**config.mk**
```make
export PLATFORM = sky130hd
export DESIGN_NAME = flag_offset_loader
export DESIGN_NICKNAME = d
export VERILOG_FILES = /design/src/rtl/fofs_pkg.sv /design/src/rtl/fofs_cfg_decode.sv /design/src/rtl/fofs_serial_step.sv /design/src/rtl/fofs_par_step.sv /design/src/rtl/flag_offset_loader.sv
export SDC_FILE = /design/constraint.sdc
export NUM_CORES = 1
export LEC_CHECK = 0
export ABC_CLOCK_PERIOD_IN_PS = 4570
export BUFFER_PORTS_ARGS = -buffer_cell sky130_fd_sc_hd__clkbuf_2
export CORE_UTILIZATION = 55
export CTS_BUF_LIST = sky130_fd_sc_hd__clkbuf_16
export DETAILED_ROUTE_END_ITERATION = 7
export PLACE_DENSITY = 0.8
export SETUP_SLACK_MARGIN = 0.2
export SYNTH_ARGS = -nofsm -noshare
export SYNTH_HDL_FRONTEND = slang
export SYNTH_SLANG_ARGS = --single-unit
```
**constraint.sdc**
```tcl
create_clock -name clk -period 4.57 [get_ports clk]
set_clock_uncertainty 0.2 [all_clocks]
set_input_delay 0 -clock clk [delete_from_list [all_inputs] [get_ports clk]]
set_output_delay 0 -clock clk [all_outputs]
set_load 0.05 [all_outputs]
```
**src/rtl/fofs_pkg.sv**
```systemverilog
package fofs_pkg;

    // Loading method latched during master reset
    typedef enum logic [1:0] {
        MODE_SERIAL   = 2'd0,
        MODE_PARALLEL = 2'd1,
        MODE_PRESET   = 2'd2
    } fofs_mode_e;

    // Number of offset registers: Y1, X1, Y2, X2 (load order)
    localparam int unsigned FOFS_SLOTS = 4;

endpackage

```
**src/rtl/fofs_cfg_decode.sv**
```systemverilog
module fofs_cfg_decode
    import fofs_pkg::*;
#(
    parameter int unsigned OFS_W = 10
) (
    input  logic             mode_pin,
    input  logic [1:0]       sel,
    output fofs_mode_e       mode,
    output logic [OFS_W-1:0] preset
);

    always_comb begin
        case (sel)
            2'b01:   preset = OFS_W'(8);
            2'b10:   preset = OFS_W'(16);
            2'b11:   preset = OFS_W'(64);
            default: preset = '0;
        endcase

        if (!mode_pin) begin
            mode = MODE_SERIAL;
        end else if (sel == 2'b00) begin
            mode = MODE_PARALLEL;
        end else begin
            mode = MODE_PRESET;
        end
    end

endmodule

```
**src/rtl/fofs_serial_step.sv**
```systemverilog
module fofs_serial_step #(
    parameter int unsigned IMG_W = 40,
    parameter int unsigned CNT_W = 6
) (
    input  logic [IMG_W-1:0] img,
    input  logic [CNT_W-1:0] cnt,
    input  logic             en,
    input  logic             bit_in,
    output logic [IMG_W-1:0] img_nx,
    output logic [CNT_W-1:0] cnt_nx
);

    localparam logic [CNT_W-1:0] LAST_CNT = CNT_W'(IMG_W);

    logic full;

    always_comb begin
        full   = (cnt == LAST_CNT);
        img_nx = img;
        cnt_nx = cnt;
        if (en && !full) begin
            img_nx = {img[IMG_W-2:0], bit_in};
            cnt_nx = cnt + 1'b1;
        end
    end

endmodule

```
**src/rtl/fofs_par_step.sv**
```systemverilog
module fofs_par_step #(
    parameter int unsigned OFS_W = 10,
    parameter int unsigned SLOTS = 4,
    parameter int unsigned CNT_W = 6
) (
    input  logic [OFS_W*SLOTS-1:0] img,
    input  logic [CNT_W-1:0]       cnt,
    input  logic                   wr,
    input  logic [OFS_W-1:0]       data,
    output logic [OFS_W*SLOTS-1:0] img_nx,
    output logic [CNT_W-1:0]       cnt_nx
);

    localparam logic [CNT_W-1:0] LAST_CNT = CNT_W'(SLOTS);

    logic take;

    assign take   = wr && (cnt != LAST_CNT);
    assign cnt_nx = take ? cnt + 1'b1 : cnt;

    // Slot s (0 = first written) lives at the top of the image
    for (genvar s = 0; s < SLOTS; s++) begin : g_slot
        localparam int unsigned LSB = (SLOTS - 1 - s) * OFS_W;
        assign img_nx[LSB +: OFS_W] = (take && cnt == CNT_W'(s)) ? data : img[LSB +: OFS_W];
    end

endmodule

```
**src/rtl/flag_offset_loader.sv**
```systemverilog
module flag_offset_loader
    import fofs_pkg::*;
#(
    parameter int unsigned DEPTH = 1024
) (
    input  logic                     clk,
    input  logic                     rst_n,
    input  logic                     prog_mode,
    input  logic                     sel1_sen_n,
    input  logic                     sel0_sdata,
    input  logic                     par_wr,
    input  logic [$clog2(DEPTH)-1:0] par_data,
    output logic [$clog2(DEPTH)-1:0] ofs_x1,
    output logic [$clog2(DEPTH)-1:0] ofs_y1,
    output logic [$clog2(DEPTH)-1:0] ofs_x2,
    output logic [$clog2(DEPTH)-1:0] ofs_y2,
    output logic                     prog_done
);

    localparam int unsigned OFS_W = $clog2(DEPTH);
    localparam int unsigned SLOTS = FOFS_SLOTS;
    localparam int unsigned IMG_W = OFS_W * SLOTS;
    localparam int unsigned CNT_W = $clog2(IMG_W + 1);
    localparam logic [CNT_W-1:0] SER_END = CNT_W'(IMG_W);
    localparam logic [CNT_W-1:0] PAR_END = CNT_W'(SLOTS);

    typedef struct packed {
        fofs_mode_e       mode;
        logic [IMG_W-1:0] img;
        logic [CNT_W-1:0] cnt;
        logic             done;
    } state_t;

    state_t st_d, st_q;

    fofs_mode_e       cfg_mode;
    logic [OFS_W-1:0] cfg_preset;
    logic [IMG_W-1:0] ser_img_nx, par_img_nx;
    logic [CNT_W-1:0] ser_cnt_nx, par_cnt_nx;
    logic             ser_en, par_en;

    assign ser_en = (st_q.mode == MODE_SERIAL) && !sel1_sen_n;
    assign par_en = (st_q.mode == MODE_PARALLEL) && par_wr;

    fofs_cfg_decode #(.OFS_W(OFS_W)) i_cfg (
        .mode_pin (prog_mode),
        .sel      ({sel1_sen_n, sel0_sdata}),
        .mode     (cfg_mode),
        .preset   (cfg_preset)
    );

    fofs_serial_step #(.IMG_W(IMG_W), .CNT_W(CNT_W)) i_ser (
        .img    (st_q.img),
        .cnt    (st_q.cnt),
        .en     (ser_en),
        .bit_in (sel0_sdata),
        .img_nx (ser_img_nx),
        .cnt_nx (ser_cnt_nx)
    );

    fofs_par_step #(.OFS_W(OFS_W), .SLOTS(SLOTS), .CNT_W(CNT_W)) i_par (
        .img    (st_q.img),
        .cnt    (st_q.cnt),
        .wr     (par_en),
        .data   (par_data),
        .img_nx (par_img_nx),
        .cnt_nx (par_cnt_nx)
    );

    always_comb begin
        st_d = st_q;
        if (!rst_n) begin
            st_d.mode = cfg_mode;
            st_d.cnt  = '0;
            st_d.img  = (cfg_mode == MODE_PRESET) ? {SLOTS{cfg_preset}} : '0;
            st_d.done = (cfg_mode == MODE_PRESET);
        end else begin
            case (st_q.mode)
                MODE_SERIAL: begin
                    st_d.img  = ser_img_nx;
                    st_d.cnt  = ser_cnt_nx;
                    st_d.done = (ser_cnt_nx == SER_END);
                end
                MODE_PARALLEL: begin
                    st_d.img  = par_img_nx;
                    st_d.cnt  = par_cnt_nx;
                    st_d.done = (par_cnt_nx == PAR_END);
                end
                default: ;
            endcase
        end
    end

    always_ff @(posedge clk) begin
        st_q <= st_d;
    end

    // Image layout, MSB first: Y1, X1, Y2, X2
    assign ofs_y1    = st_q.img[4*OFS_W-1 -: OFS_W];
    assign ofs_x1    = st_q.img[3*OFS_W-1 -: OFS_W];
    assign ofs_y2    = st_q.img[2*OFS_W-1 -: OFS_W];
    assign ofs_x2    = st_q.img[OFS_W-1   -: OFS_W];
    assign prog_done = st_q.done;

    AST_DONE_STICKY: assert property (@(posedge clk) disable iff (!rst_n)
        prog_done |=> prog_done);

    AST_OFS_FROZEN: assert property (@(posedge clk) disable iff (!rst_n)
        prog_done |=> $stable({ofs_y1, ofs_x1, ofs_y2, ofs_x2}));

    AST_CNT_BOUND: assert property (@(posedge clk) disable iff (!rst_n)
        st_q.cnt <= SER_END);

    AST_SER_SHIFT: assert property (@(posedge clk) disable iff (!rst_n)
        (st_q.mode == MODE_SERIAL && !sel1_sen_n && !prog_done)
        |=> ofs_x2[0] == $past(sel0_sdata));

    AST_SER_IDLE_HOLD: assert property (@(posedge clk) disable iff (!rst_n)
        (st_q.mode == MODE_SERIAL && sel1_sen_n)
        |=> $stable({ofs_y1, ofs_x1, ofs_y2, ofs_x2}));

    AST_PAR_IDLE_HOLD: assert property (@(posedge clk) disable iff (!rst_n)
        (st_q.mode == MODE_PARALLEL && !par_wr)
        |=> $stable({ofs_y1, ofs_x1, ofs_y2, ofs_x2}));

    AST_PRESET_UNIFORM: assert property (@(posedge clk) disable iff (!rst_n)
        (st_q.mode == MODE_PRESET)
        |-> (prog_done && ofs_x1 == ofs_y1 && ofs_x2 == ofs_y1 && ofs_y2 == ofs_y1));

endmodule

```
# --- Word level (Yosys, flattened, before mapping) ---
# Cells that the tools add are included.
op_classes:
  n_addsub: 1
  n_eq_ne: 18
  n_mux: 13
  n_reduce_logical: 18
op_table:
  columns: ["operator", "count"]
  rows:
  - ["47-bit one-hot mux with 2 select lines", 1]
  - ["40-bit 2-to-1 mux", 2]
  - ["47-bit 2-to-1 mux", 1]
  - ["10-bit 2-to-1 mux", 4]
  - ["7-bit one-hot mux with 3 select lines", 1]
  - ["3-bit by 2-bit != test with 1-bit output (second input constant)", 5]
  - ["6-bit by 2-bit equality test with 1-bit output (second input constant)", 2]
  - ["6-bit equality test (second input constant)", 2]
  - ["6-bit 2-to-1 mux", 2]
  - ["3-bit AND reduction", 4]
  - ["1-bit logical AND", 8]
  - ["6-bit by 1-bit adder with 6-bit output (second input constant)", 1]
  - ["2-bit equality test (second input constant)", 3]
  - ["6-bit by 1-bit equality test with 1-bit output (second input constant)", 1]
  - ["6-bit by 3-bit equality test with 1-bit output (second input constant)", 1]
  - ["6-bit zero test", 1]
  - ["6-bit by 3-bit != test with 1-bit output (second input constant)", 1]
  - ["2-bit by 1-bit equality test with 1-bit output (second input constant)", 2]
  - ["2-bit zero test", 2]
  - ["2-bit 2-to-1 mux", 2]
  - ["3-bit by 1-bit != test with 1-bit output (second input constant)", 1]
  - ["1-bit zero test", 2]
  - ["2-bit nonzero test", 1]
totals:
  register_bits: 49
  inputBits: 16
  out_inout_bits: 41
  wordCells: 57

# --- Logic depth before layout (Yosys ltp) ---
# Gate-level depths: netlist of run 1.
logic_depth:
  ltp_word: 7
  ltp_mapped: 8
  ltp_nobuf: 7

# --- Cells and area by module ---
# From an unflattened synthesis of run 1, not the netlist that was laid out.
hier_totals:
  hier_cells: 375
  area_unflattened_um2: 4236.6
modules_own_cells:
  columns: ["mod", "instances", "cells_per_inst", "area_per_inst_um2", "seq_area_each_um2"]
  rows:
  - ["flag_offset_loader", 1, 228, 2663.8, 1411.4]
  - ["fofs_par_step", 1, 71, 820.8, 0.0]
  - ["fofs_serial_step", 1, 63, 655.6, 0.0]
  - ["fofs_cfg_decode", 1, 13, 96.3, 0.0]

# --- Worst setup path after synthesis of run 1 ---
# OpenSTA, ideal clock, no wires.
synth_path:
  path_type: "flip-flop to flip-flop"
  from: "register st_q[1] in the netlist's numbering"
  to: "register st_q (netlist bit ofs_x2[0]), enable pin"
  setup_time_ps: 391
  arrival_time_ps: 2011
  required_time_ps: 3979
  slack_ps: 1968
  stages_incl_launch_ff: 8
  n_path_buf: 1
  synth_period_minus_slack_ps: 2602
  cell_sequence: "dfxtp_1 > inv_1 > ha_1 > nand4b_1 > o21a_1 > buf_2 > a21oi_1 > o21ai_0"
synth_between:
  elab_chain_cells: 5
  elab_cells_between_ends: 10
  cone_classes: "eq/ne (5); reduce/logical (5)"
synth_lines:
  columns: ["item", "line", "source"]
  rows:
  - ["from (decl)", "flag_offset_loader.sv:34", "state_t st_d, st_q;"]
  - ["from (signal assigned)", "flag_offset_loader.sv:95", "st_q <= st_d;"]
  - ["6-bit by 3-bit != test with 1-bit output or 6-bit equality test (tied branches)", "fofs_par_step.sv:18, fofs_serial_step.sv:18", null]
  - ["1-bit logical AND or 1-bit zero test (tied branches)", "fofs_par_step.sv:18, fofs_serial_step.sv:21", null]
  - ["1-bit logical AND (on tied branches)", "fofs_par_step.sv:24, fofs_serial_step.sv:21", null]
  - ["3-bit by 2-bit != test with 1-bit output (no line)", null, null]
  - ["3-bit AND reduction (no line) (*)", null, null]
# Mark *: on every way between the ends. The rest lies on a longest branch, timed or not.
# A chain may end at the register's enable or synchronous reset.

# --- Final worst setup path of run 1 ---
layout_path:
  from: "register st_q[1] in the netlist's numbering"
  to: "register st_q (netlist bit ofs_y1[1]), enable pin"
# Same word-level chain as after synthesis.

==> flow_summary_export.csv, run 1 <==
group,metric,value,unit
critical_path,cp.required,4.37,ns
logic_synthesis,syn_area,2840,sq um
global_routing,met1_usage,0.327,
sta,min_period,2.80,ns
logic_synthesis,synthTopCellsByArea,"edfxtp_1 46%, buf_4 11%, a21oi_1 8.5%",
final_layout,fin_nets,334,
logic_synthesis,synth_nets,312,
drt,ant_nets,0,
final_layout,fin_area,3120,sq um
global_routing,grt_pass1_vias,2022,
sta,report.final.slew_viol_count,0,
clock_tree,cts_buffers,5,
die,rows,25,
drt,drc,0,
global_routing,grtUsageTotal,0.247,
logic_synthesis,yosysMostFrequentCell,"a21oi_1",
pwr,peakVddDrop,0.221,mV
final_layout,seq_area,1410,sq um
critical_path,endpoint_kind,"flip-flop",
pwr,total_power,1210,uW
global_routing,gr-usage-met2,0.394,
placement,dpl_cell_area,2860,sq um
sta,grt_setup_unrepaired,"no",
sta,final.setup.tns,0,ns
drt,vias_per_cell,5.76,
placement,dp_hpwl,4280,microns
logic_synthesis,avgSynthCellArea,9.71,sq um
die,boundaryPins,57,
logic_synthesis,yosysWarnings,0,
drt,vias,2201,
final_layout,diodes,0,
final_layout,multi_input_area,1020,sq um
sta,finalCritPeriodShare,0.613,
sta,max_freq,357,MHz
hold_path,min_path_type,"in2reg",
drt,firstDrtPassIters,4,
clock_tree,cts-resized-gates,0,
logic_synthesis,synth.top_cell.area_share,0.455,
drt,wl,6390,microns
clock_tree,clkTransAtPathRegs,0.06,ns
global_routing,antenna_found_initial,0,
die,fp.dieH,73.8,microns
sta,setup_viol,0,
critical_path,arrival,2.60,ns
final_layout,n_fill_cell,372,
clock_tree,worstSkewPairLatency,0.29,ns
sta,whs,0.0641,ns
clock_tree,post_cts_buffers,0,
logic_synthesis,ys_async_sr_fraction,0,
logic_synthesis,synthDistinctLibCells,43,
logic_synthesis,ys_top_cells_by_count,"48 x a21oi_1, 43 x edfxtp_1, 41 x buf_4, 41 x nand2_1, 17 x o21ai_0",
logic_synthesis,synthFlopType,"edfxtp_1",
sta,hold_viol,0,
critical_path,start_kind,"flip-flop",
logic_synthesis,synth_edf_count,43,
die,die_w,73.8,microns
critical_path,worstSetupPathType,"reg2reg",
logic_synthesis,synth_largest_area_cell,"edfxtp_1",
die,start_util,0.585,
global_routing,busiest_layer,"met2",
drt,wl_per_cell,16.7,microns
die,dieArea,5450,sq um
status,outcome,"finished clean",
critical_path,cp_max_fo,10,
final_layout,layout-drive-gt1-share,0.235,
sta,relSlewSlack,0.421,
logic_synthesis,postSynthCellCount,292,
clock_tree,cts-root-buf,"clkbuf_16",
logic_synthesis,ys_ff_latch,49,
final_layout,syn_to_final_growth,10.0,%
clock_tree,clk_path_buf_depth,2,
clock_tree,htree_levels,2,
pwr,p_leak,0.00126,uW
sta,worstMarginPinSlew,0.866,ns
global_routing,grt.met3_usage,0.0535,
global_routing,grt_pass1_wl,9760,microns
global_routing,grt_start_max_net_pins,50,
global_routing,grt_overflow_total,0,
clock_tree,cts_sinks,49,
placement,gp_congestion,0.879,
logic_synthesis,yosysSeqAreaShare,0.498,
drt,drt_iter0_drc,185,
die,core-area,4850,sq um
clock_tree,cts_tree,"built",
job,cap_viol_max_count,0,
pwr,power.density,388,nW/um^2
placement,io_buffers,56,
stage by stage:
step	util	std cells	setup WS [ns]
final	0.644	382	1.77
after global routing	0.644	382	1.56
after CTS	0.644	382	1.78
after detailed placement	0.589	362	1.79
after global placement	0.589	362	1.89
after floorplan	-	292	1.97
cell usage in the layout (no fill, tap or decap), drive strengths merged, types with 2 or more instances in the layout:
| cell type | instances |
|---|---|
| nand2b | 2 |
| nor2b | 2 |
| dlygate4sd3 | 12 |
| o21ai | 22 |
| or3 | 4 |
| a211oi | 2 |
| nor3 | 6 |
| nor3b | 2 |
| nor4b | 2 |
| o21a | 2 |
| ha | 4 |
| nand3 | 3 |
| and4 | 3 |
| clkbuf | 61 |
| nor2 | 9 |
| and3 | 2 |
| dfxtp | 6 |
| xor2 | 2 |
| buf | 6 |
| a31oi | 3 |
| nand3b | 2 |
| xnor2 | 3 |
| nand2 | 41 |
| o311a | 2 |
| and2 | 3 |
| a21oi | 49 |
| edfxtp | 43 |
| inv | 7 |
report_power, final:
group,internal [uW],switching (uW)
logic,73.0,213
registers,536,27.7
clock network,202,159
total,811,400
state kept, by name, indices dropped and copies added, names as in the netlist:
register   count
prog_done      1
ofs_x1        10
ofs_y2        10
ofs_x2        10
st_q           8
ofs_y1        10
worst paths after layout:
| path | startpoint | end | slack, ns | cells after the start |
|---|---|---|---|---|
| max | st_q[1]$_SDFFE_PN0P_ | ofs_y1[1]$_SDFFCE_PN0P_ | 1.77 | 7 |
| min reg2reg | st_q[2]$_SDFFE_PN0P_ | st_q[2]$_SDFFE_PN0P_ | 0.39 | 2 |
| max reg2reg | st_q[1]$_SDFFE_PN0P_ | ofs_y1[1]$_SDFFCE_PN0P_ | 1.77 | 7 |
| min | par_data[6] | ofs_x2[6]$_DFFE_PP_ | 0.06 | 4 |
critical path, cell delays in order (launching register included):
cell and delay (ns):
dfxtp_1 0.49, inv_1 0.17, ha_1 0.27, nand4b_1 0.15, o21a_1 0.33, a21oi_1 0.09
o21ai_0 0.54, buf_4 0.29
final cells by class:
cell class | count | area share
inverter | 5 | 0.00601
multi-input combinational | 179 | 0.326
sequential | 49 | 0.452
clock buffer | 5 | 0.0401
clock inverter | 3 | 0.00561
timing repair buffer | 74 | 0.143
tap | 67 | 0.0269
routing by layer:
layer	share of wire	vias to the layer above
li1	-	1045
met3	0.079	9
met5	0	-
met2	0.48	114
met1	0.43	1033
met4	0.016	0
kinds of logic after synthesis:
group,after synthesis,share of synthesized area
AO/OA/AOI/OAI,88,0.179
XOR/XNOR,5,0.0154
adder cells (fa/ha/maj),4,0.0176
buffers and inverters,64,0.143
flip-flops,49,0.498
AND/OR/NAND/NOR,82,0.147
what timing repair did:
action                     in CTS  in global routing
setup endpoints to repair       0                  0
hold endpoints to repair       31                  0
hold buffers                   12                  0
Power figures use the tool's default switching activity.
==> run 2, diff against run 1 <==
Settings changed: ABC_AREA from default to 1, ABC_CLOCK_PERIOD_IN_PS 4570 to 2800.
Clock period 4.57 ns to 2.8 ns, I/O delays scaled along.
==> flow_summary_export.csv, run 2 <==
group,metric,value,unit
status,outcome,"finished clean",
final_layout,multi_input_area,1100,sq um
drt,drt_iter0_drc,164,
critical_path,timing.rr.start,"st_q[1]$_SDFFE_PN0P_",
placement,io_buffers,56,
die,rows,26,
logic_synthesis,ys_async_sr_fraction,0,
logic_synthesis,avgSynthCellArea,8.44,sq um
placement,dp_hpwl,4710,microns
hold_path,hold_start,"par_wr",
clock_tree,post_cts_buffers,0,
die,start_util,0.573,
clock_tree,clk_path_buf_depth,2,
drt,ant_nets,0,
pwr,power.density,691,nW/um^2
placement,gp_congestion,1.06,
logic_synthesis,synthTopCellsByArea,"edfxtp_1 44%, nand2_1 17%, buf_4 10%",
critical_path,start_kind,"flip-flop",
clock_tree,cts_buffers,5,
logic_synthesis,syn_area,2930,sq um
critical_path,ff2ff_path_depth,7,
die,dieArea,5620,sq um
drt,vias,2430,
die,fp.dieH,75.0,microns
final_layout,final_util,0.651,
drt,wl_per_cell,15.3,microns
drt,drc,0,
sta,setup_viol,0,
drt,firstDrtPassIters,5,
global_routing,grt_pass1_wl,10500,microns
sta,min_period,2.46,ns
global_routing,antenna_found_initial,0,
sta,report.final.slew_viol_count,0,
pwr,p_leak,0.00156,uW
logic_synthesis,yosysMostFrequentCell,"nand2_1",
sta,hold_viol,0,
logic_synthesis,synth_nets,367,
sta,max_freq,407,MHz
logic_synthesis,yosysSeqAreaShare,0.482,
final_layout,seq_area,1410,sq um
final_layout,syn_to_final_growth,13.5,%
critical_path,cp.required,2.58,ns
global_routing,grt_start_max_net_pins,29,
critical_path,cp_max_fo,10,
logic_synthesis,yosysWarnings,0,
logic_synthesis,synth_edf_count,43,
final_layout,n_fill_cell,411,
die,boundaryPins,57,
clock_tree,htree_levels,2,
clock_tree,cts_sinks,49,
critical_path,r2r_end,"ofs_y2[4]$_DFFE_PP_",
global_routing,grt_overflow_total,0,
logic_synthesis,synth_largest_area_cell,"edfxtp_1",
final_layout,diodes,0,
sta,finalCritPeriodShare,0.878,
clock_tree,worstSkewPairLatency,0.29,ns
sta,relSlewSlack,0.568,
global_routing,grt_pass1_vias,2163,
clock_tree,clkTransAtPathRegs,0.07,ns
die,die_w,75.0,microns
global_routing,grtUsageTotal,0.256,
clock_tree,cts-root-buf,"clkbuf_16",
critical_path,endpoint_kind,"flip-flop",
critical_path,worstSetupPathType,"reg2reg",
logic_synthesis,synthFlopType,"edfxtp_1",
global_routing,grt.met3_usage,0.0522,
logic_synthesis,ys_ff_latch,49,
sta,worstMarginPinSlew,0.649,ns
hold_path,min_path_cells,4,
critical_path,r2r_slack,0.34,ns
final_layout,layout-drive-gt1-share,0.247,
global_routing,met1_usage,0.335,
drt,wl,6900,microns
clock_tree,cts_tree,"built",
logic_synthesis,ys_top_cells_by_count,"129 x nand2_1, 43 x edfxtp_1, 40 x buf_4",
drt,vias_per_cell,5.40,
logic_synthesis,synth.top_cell.area_share,0.441,
pwr,peakVddDrop,0.441,mV
logic_synthesis,synthDistinctLibCells,30,
global_routing,gr-usage-met2,0.408,
global_routing,busiest_layer,"met2",
final_layout,final_common_cell,"nand2_1",
final_layout,final_cell_mix,"129 x nand2_1, 56 x clkbuf_2, 43 x edfxtp_1",
hold_path,min_path_type,"in2reg",
final_layout,fin_nets,399,
sta,grt_setup_unrepaired,"no",
critical_path,arrival,2.24,ns
hold_path,worstHoldEndpoint,"st_q[2]$_SDFFE_PN0P_",
job,cap_viol_max_count,0,
logic_synthesis,postSynthCellCount,347,
die,core-area,5110,sq um
sta,final.setup.tns,0,ns
-- run 2: changes by cell type after synthesis, sizes merged, moves of 4 or more --
cell    previous run  this run
inv                5        19
or3                4         0
a21oi             49        37
nand3              3        11
nand4              0         9
clkbuf            13         5
o21ai             22         2
nand2             41       136
nor3               6         1
nor2               9        16
-- run 2: timing repair --
action                                  CTS  global route
endpoints found under the setup margin   40            26
hold endpoints to repair                 39             0
gates resized for setup                   2             4
hold buffers                             15             0
pin swaps                                 0             0
-- run 2: worst max-delay path, stage by stage, from the launching register on --
cell	delay, ns
dfxtp_1	0.37
inv_1	0.18
ha_1	0.28
nand3_1	0.12
nor2_2	0.15
nor2_4	0.06
o31ai_2	0.52
a21oi_2	0.26
-- run 2: where the power goes --
| group | internal [uW] | total [uW] | switching (uW) |
|---|---|---|---|
| Clock | 420 | 679 | 259 |
| Sequential | 907 | 967 | 60.6 |
| Combinational | 155 | 650 | 495 |
| Total | 1480 | 2300 | 815 |
-- run 2: logic make-up (layout without fill, tap and decap cells) --
group,Yosys count,count (layout),synth area share
simple gates,173,173,0.254
buf+inv,72,105,0.153
flops,49,49,0.482
compound gates,47,47,0.0880
fa+ha+maj,4,4,0.0171
xor+xnor,2,2,0.00598
-- run 2: metal layers --
| layer | wire [microns] | vias to the layer above |
|---|---|---|
| met5 | 0 | - |
| met1 | 2880 | 1134 |
| li1 | - | 1171 |
| met3 | 518 | 11 |
| met4 | 121 | 0 |
| met2 | 3380 | 114 |
-- run 2: per-stage QoR --
stage	hold WS [ns]	power, uW	std cells	setup slack [ns]	area [sq um]
2_1_floorplan	-0.0214	1540	347	0.532	2930
3_3_place_gp	0.134	1600	427	0.176	2980
3_5_place_dp	0.144	1600	427	0.000314	2980
4_1_cts	0.00319	2300	450	0.0356	3300
5_1_grt	0.0502	2390	450	0.209	3320
6_report	0.00315	2300	450	0.341	3320
-- run 2: worst max path at each step --
stage                                     from                       to  slack [ns]  cells after the start
after floorplan           st_q[1]$_SDFFE_PN0P_  ofs_x1[0]$_SDFFCE_PN0P_        0.53                      7
after global placement    st_q[1]$_SDFFE_PN0P_  ofs_y2[1]$_SDFFCE_PN0P_        0.18                      7
after detailed placement  st_q[1]$_SDFFE_PN0P_  ofs_x1[2]$_SDFFCE_PN0P_      0.0003                      7
after CTS                 st_q[1]$_SDFFE_PN0P_      ofs_y1[4]$_DFFE_PP_        0.04                      7
after global routing      st_q[1]$_SDFFE_PN0P_  ofs_y2[5]$_SDFFCE_PN0P_        0.21                      7
final                     st_q[1]$_SDFFE_PN0P_      ofs_y2[4]$_DFFE_PP_        0.34                      7
-- run 2: layout make-up --
cell class / instances / share of cell area
Clock buffer: 5 / 0.0377
Tap cell: 70 / 0.0264
Clock inverter: 3 / 0.0128
Inverter: 19 / 0.0230
Timing Repair Buffer: 78 / 0.145
Multi-Input combinational cell: 226 / 0.330
Sequential cell: 49 / 0.425
==> run 3, diff against run 2 <==
Settings changed: ABC_CLOCK_PERIOD_IN_PS 2800 to 1950, CORE_MARGIN from default to 1, CORE_UTILIZATION 55 to 50, PLACE_DENSITY 0.8 to 0.76.
Clock period 2.8 ns to 1.95 ns, I/O delays scaled along.
==> flow_summary_export.csv, run 3 (same netlist as run 2, synthesis figures left out) <==
group,metric,value,unit
drt,wl,8010,microns
sta,hold_viol,0,
final_layout,fin_nets,432,
drt,wl_met2,4120,microns
critical_path,worstSetupPathType,"reg2reg",
clock_tree,cts_sinks,49,
clock_tree,cts_buffers,5,
pwr,power.density,883,nW/um^2
sta,min_period,1.97,ns
clock_tree,worstSkewPairLatency,0.29,ns
sta,setup_viol,1,
sta,relSlewSlack,0.789,
global_routing,grtUsageTotal,0.257,
sta,worst_slack,-0.0201,ns
drt,ant_nets,0,
status,outcome,"finished, violations left",
placement,post-place-ws,-0.0243,ns
sta,grt_setup_unrepaired,"yes",
clock_tree,clk_path_buf_depth,2,
critical_path,cp.required,1.80,ns
drt,wl_met3,450,microns
placement,io_buffers,56,
global_routing,grt_pass1_wl,11800,microns
die,core-area,5570,sq um
final_layout,final_common_cell,"nand2_1",
pwr,p_seq_frac,0.408,
drt,drc,0,
drt,vias_per_cell,5.44,
global_routing,grt_pass1_vias,2351,
global_routing,grt_overflow_total,0,
drt,top_layer_used,"met4",
pwr,peakVddDrop,0.543,mV
placement,gp_congestion,1.03,
pwr,clockPowerShare,0.252,
die,dieArea,6170,sq um
sta,report.final.slew_viol_count,0,
sta,finalCritPeriodShare,1.01,
die,die_w,78.5,microns
critical_path,endpoint_kind,"flip-flop",
die,rows,27,
sta,max_freq,508,MHz
global_routing,grt_start_max_net_pins,26,
final_layout,syn_to_final_growth,32.0,%
die,fp.dieH,78.5,microns
drt,drt_iter0_drc,280,
critical_path,start_kind,"flip-flop",
critical_path,cp_max_fo,7,
pwr,switchingPower,1270,uW
final_layout,final_cell_mix,"114 x nand2_1, 56 x clkbuf_2, 43 x edfxtp_1",
die,start_util,0.525,
pwr,total_power,3410,uW
pwr,pwr-share-comb,0.341,
global_routing,antenna_found_initial,0,
drt,firstDrtPassIters,5,
final_layout,n_fill_cell,412,
hold_path,min_path_type,"in2reg",
pwr,swShare,0.373,
drt,m1WireLength,3240,microns
clock_tree,cts-root-buf,"clkbuf_16",
job,cap_viol_max_count,0,
critical_path,arrival,1.82,ns
drt,vias,2637,
drt,wl_per_cell,16.5,microns
sta,worstMarginPinSlew,0.316,ns
placement,dp_hpwl,5070,microns
sta,whs,0.0161,ns
die,boundaryPins,57,
final_layout,diodes,0,
clock_tree,htree_levels,2,
clock_tree,cts_tree,"built",
clock_tree,clkTransAtPathRegs,0.07,ns
pwr,internal_power,2140,uW
pwr,p_leak,0.00182,uW
status,violations,"negative setup slack",
final_layout,layout-drive-gt1-share,0.385,
run 3: area by class of cell:
class                   count  area, sq um  share of cell area
inverters                  19         85.1              0.0220
clock inverters             3         17.5             0.00453
well taps                  72         90.1              0.0233
clock buffers               5          125              0.0324
multi-input cells         226         1300               0.336
flip-flops and latches     49         1420               0.367
repair buffers            111          830               0.215
run 3: per-stage QoR:
stage	cells	area, sq um	TNS [ns]	util
floorplan	347	3020	0	-
global placement	447	3210	0	0.576
detailed placement	447	3210	-0.371	0.576
CTS	479	3660	0	0.657
global route	485	3860	-0.448	0.693
finish	485	3860	-0.0201	0.693
run 3: layer usage:
layer,vias up,track usage
met3,19,0.0581
met2,119,0.426
met4,0,0.117
li1,1244,-
met5,-,0
met1,1255,0.317
run 3: what timing repair did:
item | CTS | global route
hold endpoints to repair | 38 | 0
hold buffers | 15 | 0
pin swaps | 5 | 12
endpoints found under the setup margin | 46 | 84
gates resized for setup | 11 | 41
setup buffers | 9 | 6
run 3: worst paths after layout:
kind,from,to,slack [ns],cells after the start
setup reg to reg,st_q[47]$_DFFE_PN_,prog_done$_DFFE_PP_,-0.02,12
hold reg to reg,ofs_y1[7]$_SDFFCE_PN0P_,ofs_y1[8]$_SDFFCE_PN0P_,0.44,2
setup / recovery,st_q[47]$_DFFE_PN_,prog_done$_DFFE_PP_,-0.02,12
hold / removal,par_wr,st_q[2]$_SDFFE_PN0P_,0.02,4
run 3: critical path: stages (launching register included):
cell	delay [ns]
edfxtp_1	0.52
nor2_4	0.15
nand2_2	0.09
inv_1	0.11
nand2_4	0.10
nand2_1	0.08
nand2_1	0.09
nand2_1	0.10
nor2_1	0.05
nand2_1	0.05
nand2_1	0.07
nand2_1	0.07
nand2_1	0.05
run 3: power by group through the flow:
stage	clock (uW)	combinational [uW]	sequential [uW]
detailed placement	0	977	1400
global placement	0	968	1400
floorplan	0	865	1380
finish	859	1160	1390
CTS	863	1080	1380
global route	910	1240	1400
